<file path="src/rtl/wacc_pkg.sv">
package wacc_pkg;
  typedef enum logic {BANK_A = 1'b0, BANK_B = 1'b1} bank_e;

  function automatic bank_e other_bank(bank_e b);
    return (b == BANK_A) ? BANK_B : BANK_A;
  endfunction
endpackage

</file>
<file path="src/rtl/wacc_bank.sv">
module wacc_bank #(
  parameter int IDX_W = 4,
  parameter int ACC_W = 16
) (
  input  logic             clk_i,
  input  logic             rst_ni,
  input  logic             wr_en_i,
  input  logic [IDX_W-1:0] wr_idx_i,
  input  logic [ACC_W-1:0] wr_val_i,
  input  logic             clr_en_i,
  input  logic [IDX_W-1:0] clr_idx_i,
  input  logic [IDX_W-1:0] rd_idx_i,
  output logic [ACC_W-1:0] rd_val_o,
  output logic             rd_tag_o,
  input  logic [IDX_W-1:0] sc_idx_i,
  output logic [ACC_W-1:0] sc_val_o,
  output logic             sc_tag_o
);
  localparam int DEPTH = 1 << IDX_W;

  logic [ACC_W-1:0] val_q [DEPTH];
  logic [DEPTH-1:0] tag_q;

  always_ff @(posedge clk_i or negedge rst_ni) begin
    if (!rst_ni) begin
      for (int i = 0; i < DEPTH; i++) val_q[i] <= '0;
      tag_q <= '0;
    end else begin
      if (wr_en_i) begin
        val_q[wr_idx_i] <= wr_val_i;
        tag_q[wr_idx_i] <= 1'b1;
      end
      // write and clear never target one bank in the same cycle
      if (clr_en_i) begin
        val_q[clr_idx_i] <= '0;
        tag_q[clr_idx_i] <= 1'b0;
      end
    end
  end

  assign rd_val_o = val_q[rd_idx_i];
  assign rd_tag_o = tag_q[rd_idx_i];
  assign sc_val_o = val_q[sc_idx_i];
  assign sc_tag_o = tag_q[sc_idx_i];
endmodule

</file>
<file path="src/rtl/wacc_rmw.sv">
module wacc_rmw
  import wacc_pkg::*;
#(
  parameter int IDX_W = 4,
  parameter int W_W   = 8,
  parameter int ACC_W = 16
) (
  input  logic             clk_i,
  input  logic             rst_ni,
  input  logic             in_valid_i,
  input  logic [IDX_W-1:0] in_idx_i,
  input  logic [W_W-1:0]   in_w_i,
  input  bank_e            in_bank_i,
  input  logic [ACC_W-1:0] rd_val_i,
  input  logic             rd_tag_i,
  output logic             wr_en_o,
  output logic [IDX_W-1:0] wr_idx_o,
  output logic [ACC_W-1:0] wr_val_o,
  output bank_e            wr_bank_o,
  output logic             busy_o
);
  localparam logic [ACC_W-1:0] ACC_MAX = {1'b0, {(ACC_W-1){1'b1}}};
  localparam logic [ACC_W-1:0] ACC_MIN = {1'b1, {(ACC_W-1){1'b0}}};

  logic             p_valid_q;
  logic [IDX_W-1:0] p_idx_q;
  logic [W_W-1:0]   p_w_q;
  bank_e            p_bank_q;
  logic [ACC_W-1:0] p_old_q;
  logic             p_tag_q;

  logic signed [ACC_W:0]   sum_ext;
  logic        [ACC_W-1:0] sum_sat;
  logic        [ACC_W-1:0] w_ext;
  logic        [ACC_W-1:0] new_val;
  logic                    fwd;

  always_comb begin
    w_ext   = ACC_W'($signed(p_w_q));
    sum_ext = $signed({p_old_q[ACC_W-1], p_old_q}) + $signed({w_ext[ACC_W-1], w_ext});
    if (sum_ext[ACC_W] != sum_ext[ACC_W-1])
      sum_sat = sum_ext[ACC_W] ? ACC_MIN : ACC_MAX;
    else
      sum_sat = sum_ext[ACC_W-1:0];
    new_val = p_tag_q ? sum_sat : w_ext;
  end

  // update in flight to the same entry: bank read is stale, take the pending sum
  assign fwd = in_valid_i && p_valid_q && (in_idx_i == p_idx_q) && (in_bank_i == p_bank_q);

  always_ff @(posedge clk_i or negedge rst_ni) begin
    if (!rst_ni) begin
      p_valid_q <= 1'b0;
      p_idx_q   <= '0;
      p_w_q     <= '0;
      p_bank_q  <= BANK_A;
      p_old_q   <= '0;
      p_tag_q   <= 1'b0;
    end else begin
      p_valid_q <= in_valid_i;
      if (in_valid_i) begin
        p_idx_q  <= in_idx_i;
        p_w_q    <= in_w_i;
        p_bank_q <= in_bank_i;
        p_old_q  <= fwd ? new_val : rd_val_i;
        p_tag_q  <= fwd ? 1'b1 : rd_tag_i;
      end
    end
  end

  assign wr_en_o   = p_valid_q;
  assign wr_idx_o  = p_idx_q;
  assign wr_val_o  = new_val;
  assign wr_bank_o = p_bank_q;
  assign busy_o    = p_valid_q;
endmodule

</file>
<file path="src/rtl/wacc_scan.sv">
module wacc_scan #(
  parameter int IDX_W = 4
) (
  input  logic             clk_i,
  input  logic             rst_ni,
  input  logic             start_i,
  input  logic             tag_i,
  input  logic             ready_i,
  output logic [IDX_W-1:0] ptr_o,
  output logic             done_o,
  output logic             emit_o,
  output logic             take_o
);
  localparam logic [IDX_W-1:0] LAST = {IDX_W{1'b1}};

  logic [IDX_W-1:0] ptr_q;
  logic             done_q;
  logic             adv;

  assign emit_o = !done_q && tag_i;
  assign take_o = emit_o && ready_i;
  assign adv    = !done_q && (!tag_i || ready_i);

  always_ff @(posedge clk_i or negedge rst_ni) begin
    if (!rst_ni) begin
      ptr_q  <= '0;
      done_q <= 1'b1;
    end else if (start_i) begin
      ptr_q  <= '0;
      done_q <= 1'b0;
    end else if (adv) begin
      if (ptr_q == LAST) done_q <= 1'b1;
      else               ptr_q  <= ptr_q + 1'b1;
    end
  end

  assign ptr_o  = ptr_q;
  assign done_o = done_q;
endmodule

</file>
<file path="src/rtl/wacc_pingpong.sv">
module wacc_pingpong
  import wacc_pkg::*;
#(
  parameter int IDX_W = 4,
  parameter int W_W   = 8,
  parameter int ACC_W = 16
) (
  input  logic             clk_i,
  input  logic             rst_ni,
  input  logic             slice_i,
  output logic             stall_o,
  input  logic             rx_valid_i,
  input  logic [IDX_W-1:0] rx_idx_i,
  input  logic [W_W-1:0]   rx_weight_i,
  output logic             tx_valid_o,
  input  logic             tx_ready_i,
  output logic [IDX_W-1:0] tx_idx_o,
  output logic [ACC_W-1:0] tx_value_o,
  output logic             tx_tag_o
);
  localparam int NBANK = 2;

  bank_e            recv_q;
  bank_e            send_sel;
  bank_e            in_bank;
  logic             pend_q;
  logic             req;
  logic             swap;
  logic             scan_done;
  logic             rmw_busy;
  logic             wr_en;
  logic [IDX_W-1:0] wr_idx;
  logic [ACC_W-1:0] wr_val;
  bank_e            wr_bank;
  logic [IDX_W-1:0] scan_ptr;
  logic             scan_emit;
  logic             scan_take;

  logic [ACC_W-1:0] rd_val [NBANK];
  logic             rd_tag [NBANK];
  logic [ACC_W-1:0] sc_val [NBANK];
  logic             sc_tag [NBANK];

  assign send_sel = other_bank(recv_q);
  assign req      = slice_i || pend_q;
  assign swap     = req && scan_done && !rmw_busy;
  assign stall_o  = req && !swap;
  // a pair presented on the swap edge belongs to the new slice
  assign in_bank  = swap ? send_sel : recv_q;

  always_ff @(posedge clk_i or negedge rst_ni) begin
    if (!rst_ni) begin
      recv_q <= BANK_A;
      pend_q <= 1'b0;
    end else begin
      pend_q <= stall_o;
      if (swap) recv_q <= send_sel;
    end
  end

  for (genvar b = 0; b < NBANK; b++) begin : g_bank
    wacc_bank #(.IDX_W(IDX_W), .ACC_W(ACC_W)) u_bank (
      .clk_i     (clk_i),
      .rst_ni    (rst_ni),
      .wr_en_i   (wr_en && (wr_bank == bank_e'(b))),
      .wr_idx_i  (wr_idx),
      .wr_val_i  (wr_val),
      .clr_en_i  (scan_take && (send_sel == bank_e'(b))),
      .clr_idx_i (scan_ptr),
      .rd_idx_i  (rx_idx_i),
      .rd_val_o  (rd_val[b]),
      .rd_tag_o  (rd_tag[b]),
      .sc_idx_i  (scan_ptr),
      .sc_val_o  (sc_val[b]),
      .sc_tag_o  (sc_tag[b])
    );
  end

  wacc_rmw #(.IDX_W(IDX_W), .W_W(W_W), .ACC_W(ACC_W)) u_rmw (
    .clk_i      (clk_i),
    .rst_ni     (rst_ni),
    .in_valid_i (rx_valid_i),
    .in_idx_i   (rx_idx_i),
    .in_w_i     (rx_weight_i),
    .in_bank_i  (in_bank),
    .rd_val_i   (rd_val[in_bank]),
    .rd_tag_i   (rd_tag[in_bank]),
    .wr_en_o    (wr_en),
    .wr_idx_o   (wr_idx),
    .wr_val_o   (wr_val),
    .wr_bank_o  (wr_bank),
    .busy_o     (rmw_busy)
  );

  wacc_scan #(.IDX_W(IDX_W)) u_scan (
    .clk_i   (clk_i),
    .rst_ni  (rst_ni),
    .start_i (swap),
    .tag_i   (sc_tag[send_sel]),
    .ready_i (tx_ready_i),
    .ptr_o   (scan_ptr),
    .done_o  (scan_done),
    .emit_o  (scan_emit),
    .take_o  (scan_take)
  );

  assign tx_valid_o = scan_emit;
  assign tx_idx_o   = scan_ptr;
  assign tx_value_o = sc_val[send_sel];
  assign tx_tag_o   = sc_tag[send_sel];
endmodule

</file>
<file path="config.mk">
export PLATFORM = sky130hd
export DESIGN_NAME = wacc_pingpong
export DESIGN_NICKNAME = d
export VERILOG_FILES = /design/src/rtl/wacc_pkg.sv /design/src/rtl/wacc_bank.sv /design/src/rtl/wacc_rmw.sv /design/src/rtl/wacc_scan.sv /design/src/rtl/wacc_pingpong.sv
export SDC_FILE = /design/constraint.sdc
export NUM_CORES = 1
export LEC_CHECK = 0
export BUFFER_PORTS_ARGS = -buffer_cell sky130_fd_sc_hd__buf_2
export CORE_ASPECT_RATIO = 2
export CORE_UTILIZATION = 45
export CTS_BUF_LIST = sky130_fd_sc_hd__clkbuf_8
export DETAILED_ROUTE_END_ITERATION = 12
export PLACE_DENSITY = 0.69
export SLEW_MARGIN = 25
export SYNTH_ARGS = -nofsm -noshare
export SYNTH_HDL_FRONTEND = slang
export SYNTH_SLANG_ARGS = --single-unit
</file>
<file path="constraint.sdc">
create_clock -name clk_i -period 8.9 [get_ports clk_i]
set_input_delay 1.78 -clock clk_i [delete_from_list [all_inputs] [get_ports clk_i]]
set_output_delay 1.78 -clock clk_i [all_outputs]
set_load 0.01 [all_outputs]
</file>
==> metrics.txt <==
Least-Margin Pin Slew 1.20 ns; Starting Density 45.6%; Area Growth Syn to Fin 9.94%; DRC Markers 8; most frequent cells in the layout dfrtp_1, mux4_2, nor2_1; CTS Sinks 582; sequential area share after synthesis 44.4%; total grt overflow 0; maximum clock rate 165 MHz; CTS tree done; CP max stage delay 0.98 ns; pin count of the biggest net entering global routing 149; minimum clock period 6.04 ns; die width 193 um; failing checks DRC; Total Nets Final 2765; Via Count 27900; setup violators final 0; total track usage 37.2%; gpl congestion 1.04; Synthesized Nets 2778; Avg WL per Cell 35.9 um; Worst-Skew Late Latency 0.76 ns; worst setup path class reg2out; CTS max path bufs 3; critical path's slowest cell dfrtp_4; post-CTS setup buffers 0; Worst setup EP type primary output; Gate Count Post-Synth 2740; maximum VDD drop 0.273 mV; antenna viol nets, final 0; core area 72000 um^2; Synth area leaders dfrtp_1, mux4_2, a32o_1, nor2_1, nand2_1; final cycle utilization of the critical path 67.9%; pwr dens 406 nW/um^2; I/O pins 40; row cnt 139; final hold violations 0; DRT iter0 DRCs 3550; Max Slew Vio Count 0; first-pass GRT wire length 196000 um; cell mode on critical path mux4_2; Post-synth EDFFs 0; dpl hpwl 90100 um; worst min path class reg2reg; CP required 7.12 ns; initial antenna violation count 7; Worst-path clk slew 0.07 ns; Critical Path AT 4.26 ns; Leak 0.0143 uW; Die H 384 um; root buffer cell clkbuf_8; layout cells sized above 1 26.5%; Seq cells post-synth 582; TNS Setup 0 ns; most common cell after layout, fill and taps aside dfrtp_1; Worst Path Max Fanout 100; drt via density 7.51; top_reg_cell synth dfrtp_1; Hold Buf Count CTS 0; PostCTS Resize Cnt 0; Worst setup SP type register; CTS buffer count 85; Synth Area per Inst 12.0 um^2; Post-Syn Area 32800 um^2; unrepaired setup endpoints after global routing no; FFs w/ async S/R, synth 100%; TritonRoute pass-1 iters 10; PortBufs 39; die area 74100 um^2; Clock Skew 0.0531 ns; drt total wl 133000 um; number of global-route vias before repair 28500; post-synth top area share 44.3%; critical-path cell list buf_12 -> mux4_2 -> mux4_2 -> mux2_2 -> buf_2; max-capacitance violation count 0; cell taking the most area after synthesis dfrtp_1; synth warn 0; CTS H-tree lvls 3; Final Util 50.1%; status finished with violations; max_slew headroom 19.4%; post-synthesis cell type count 77
logic make-up after synthesis:
family,count (synthesis),share of synthesized area (%)
AOI/OAI and AO/OA,690,15.2
adders and majority gates,25,0.946
xor gates and xnor gates,17,0.496
and+or+nand+nor,795,11.8
DFF,582,44.4
buffers and inverters,264,3.25
muxes,367,24.0
critical path: cells and delay by family, from the launching register on:
family,cells,cell delay [ns]
buffers and inverters,2,0.71
DFF,1,0.98
muxes,3,1.43
synth_stat cells, types with 7 or more instances:
library cell and instances:
dfrtp_1 581, mux4_2 331, nor2_1 241, nand2_1 217, clkbuf_1 174, a21oi_1 133, a32o_1 127, nand3_1 118
o21ai_0 100, a211oi_1 89, nand4_1 69, a22o_1 58, buf_1 40, o21ai_1 35, buf_2 33, mux2_2 31
o31ai_1 26, o22ai_1 22, o41ai_1 22, ha_1 20, nor3_1 20, a31oi_1 18, and2_1 17, nor4_1 16
and3_1 15, nand2b_1 12, inv_1 11, nor2b_1 11, o32ai_1 10, xnor2_1 9, or2_2 8, or3_1 8
a21o_1 7, a22oi_1 7, nor3_4 7, o211ai_1 7, o41ai_2 7, xor2_1 7
where the power goes:
part	internal (uW)	switching (uW)
Clock	1070	1150
Sequential	3830	1230
Combinational	3270	4100
Total	8180	6480
path summary, 6_finish.rpt:
kind,startpoint,slack (ns),to,cells past startpoint
worst min register to register,register,0.52,register,2
worst max-delay path,u_scan.ptr_o[0],2.86,tx_value_o[13],5
max in group asynchronous,rst_ni,6.35,u_scan.ptr_o[2],2
worst max register to register,u_scan.ptr_o[0],3.83,register,9
min in group asynchronous,rst_ni,1.09,async pin,1
worst min-delay path,register,0.52,register,2
area by class of cell:
type | count | area, um^2
Antenna cell | 4 | 10.0
Clock buffer | 102 | 1400
Clock inverter | 47 | 263
Fill cell | 6276 | 35900
Inverter | 12 | 45.0
Multi-Input combinational cell | 1894 | 17500
Sequential cell | 582 | 14600
Tap cell | 916 | 1150
Timing Repair Buffer | 152 | 1160
stage by stage:
step / cells / area (um^2) / power (uW) / setup WS (ns) / hold WS (ns)
after floorplan: 2740 / 32800 / 9670 / 4.32 / 0.465
after global placement: 3554 / 34200 / 11900 / 3.68 / 0.490
after detailed placement: 3555 / 34300 / 12200 / 3.67 / 0.498
after CTS: 3704 / 36000 / 14400 / 2.86 / 0.516
after global routing: 3706 / 36100 / 15200 / 2.70 / 0.541
final: 3709 / 36100 / 14700 / 2.86 / 0.520
layer usage:
layer / vias to the layer above / part of all wire (%) / global-route usage, %
li1: 10800 / - / -
met1: 14000 / 31 / 40.5
met2: 2299 / 48 / 59.0
met3: 783 / 9.9 / 9.55
met4: 2 / 11 / 33.6
met5: - / 0.0068 / 0
(Power assumes the default switching activity.)
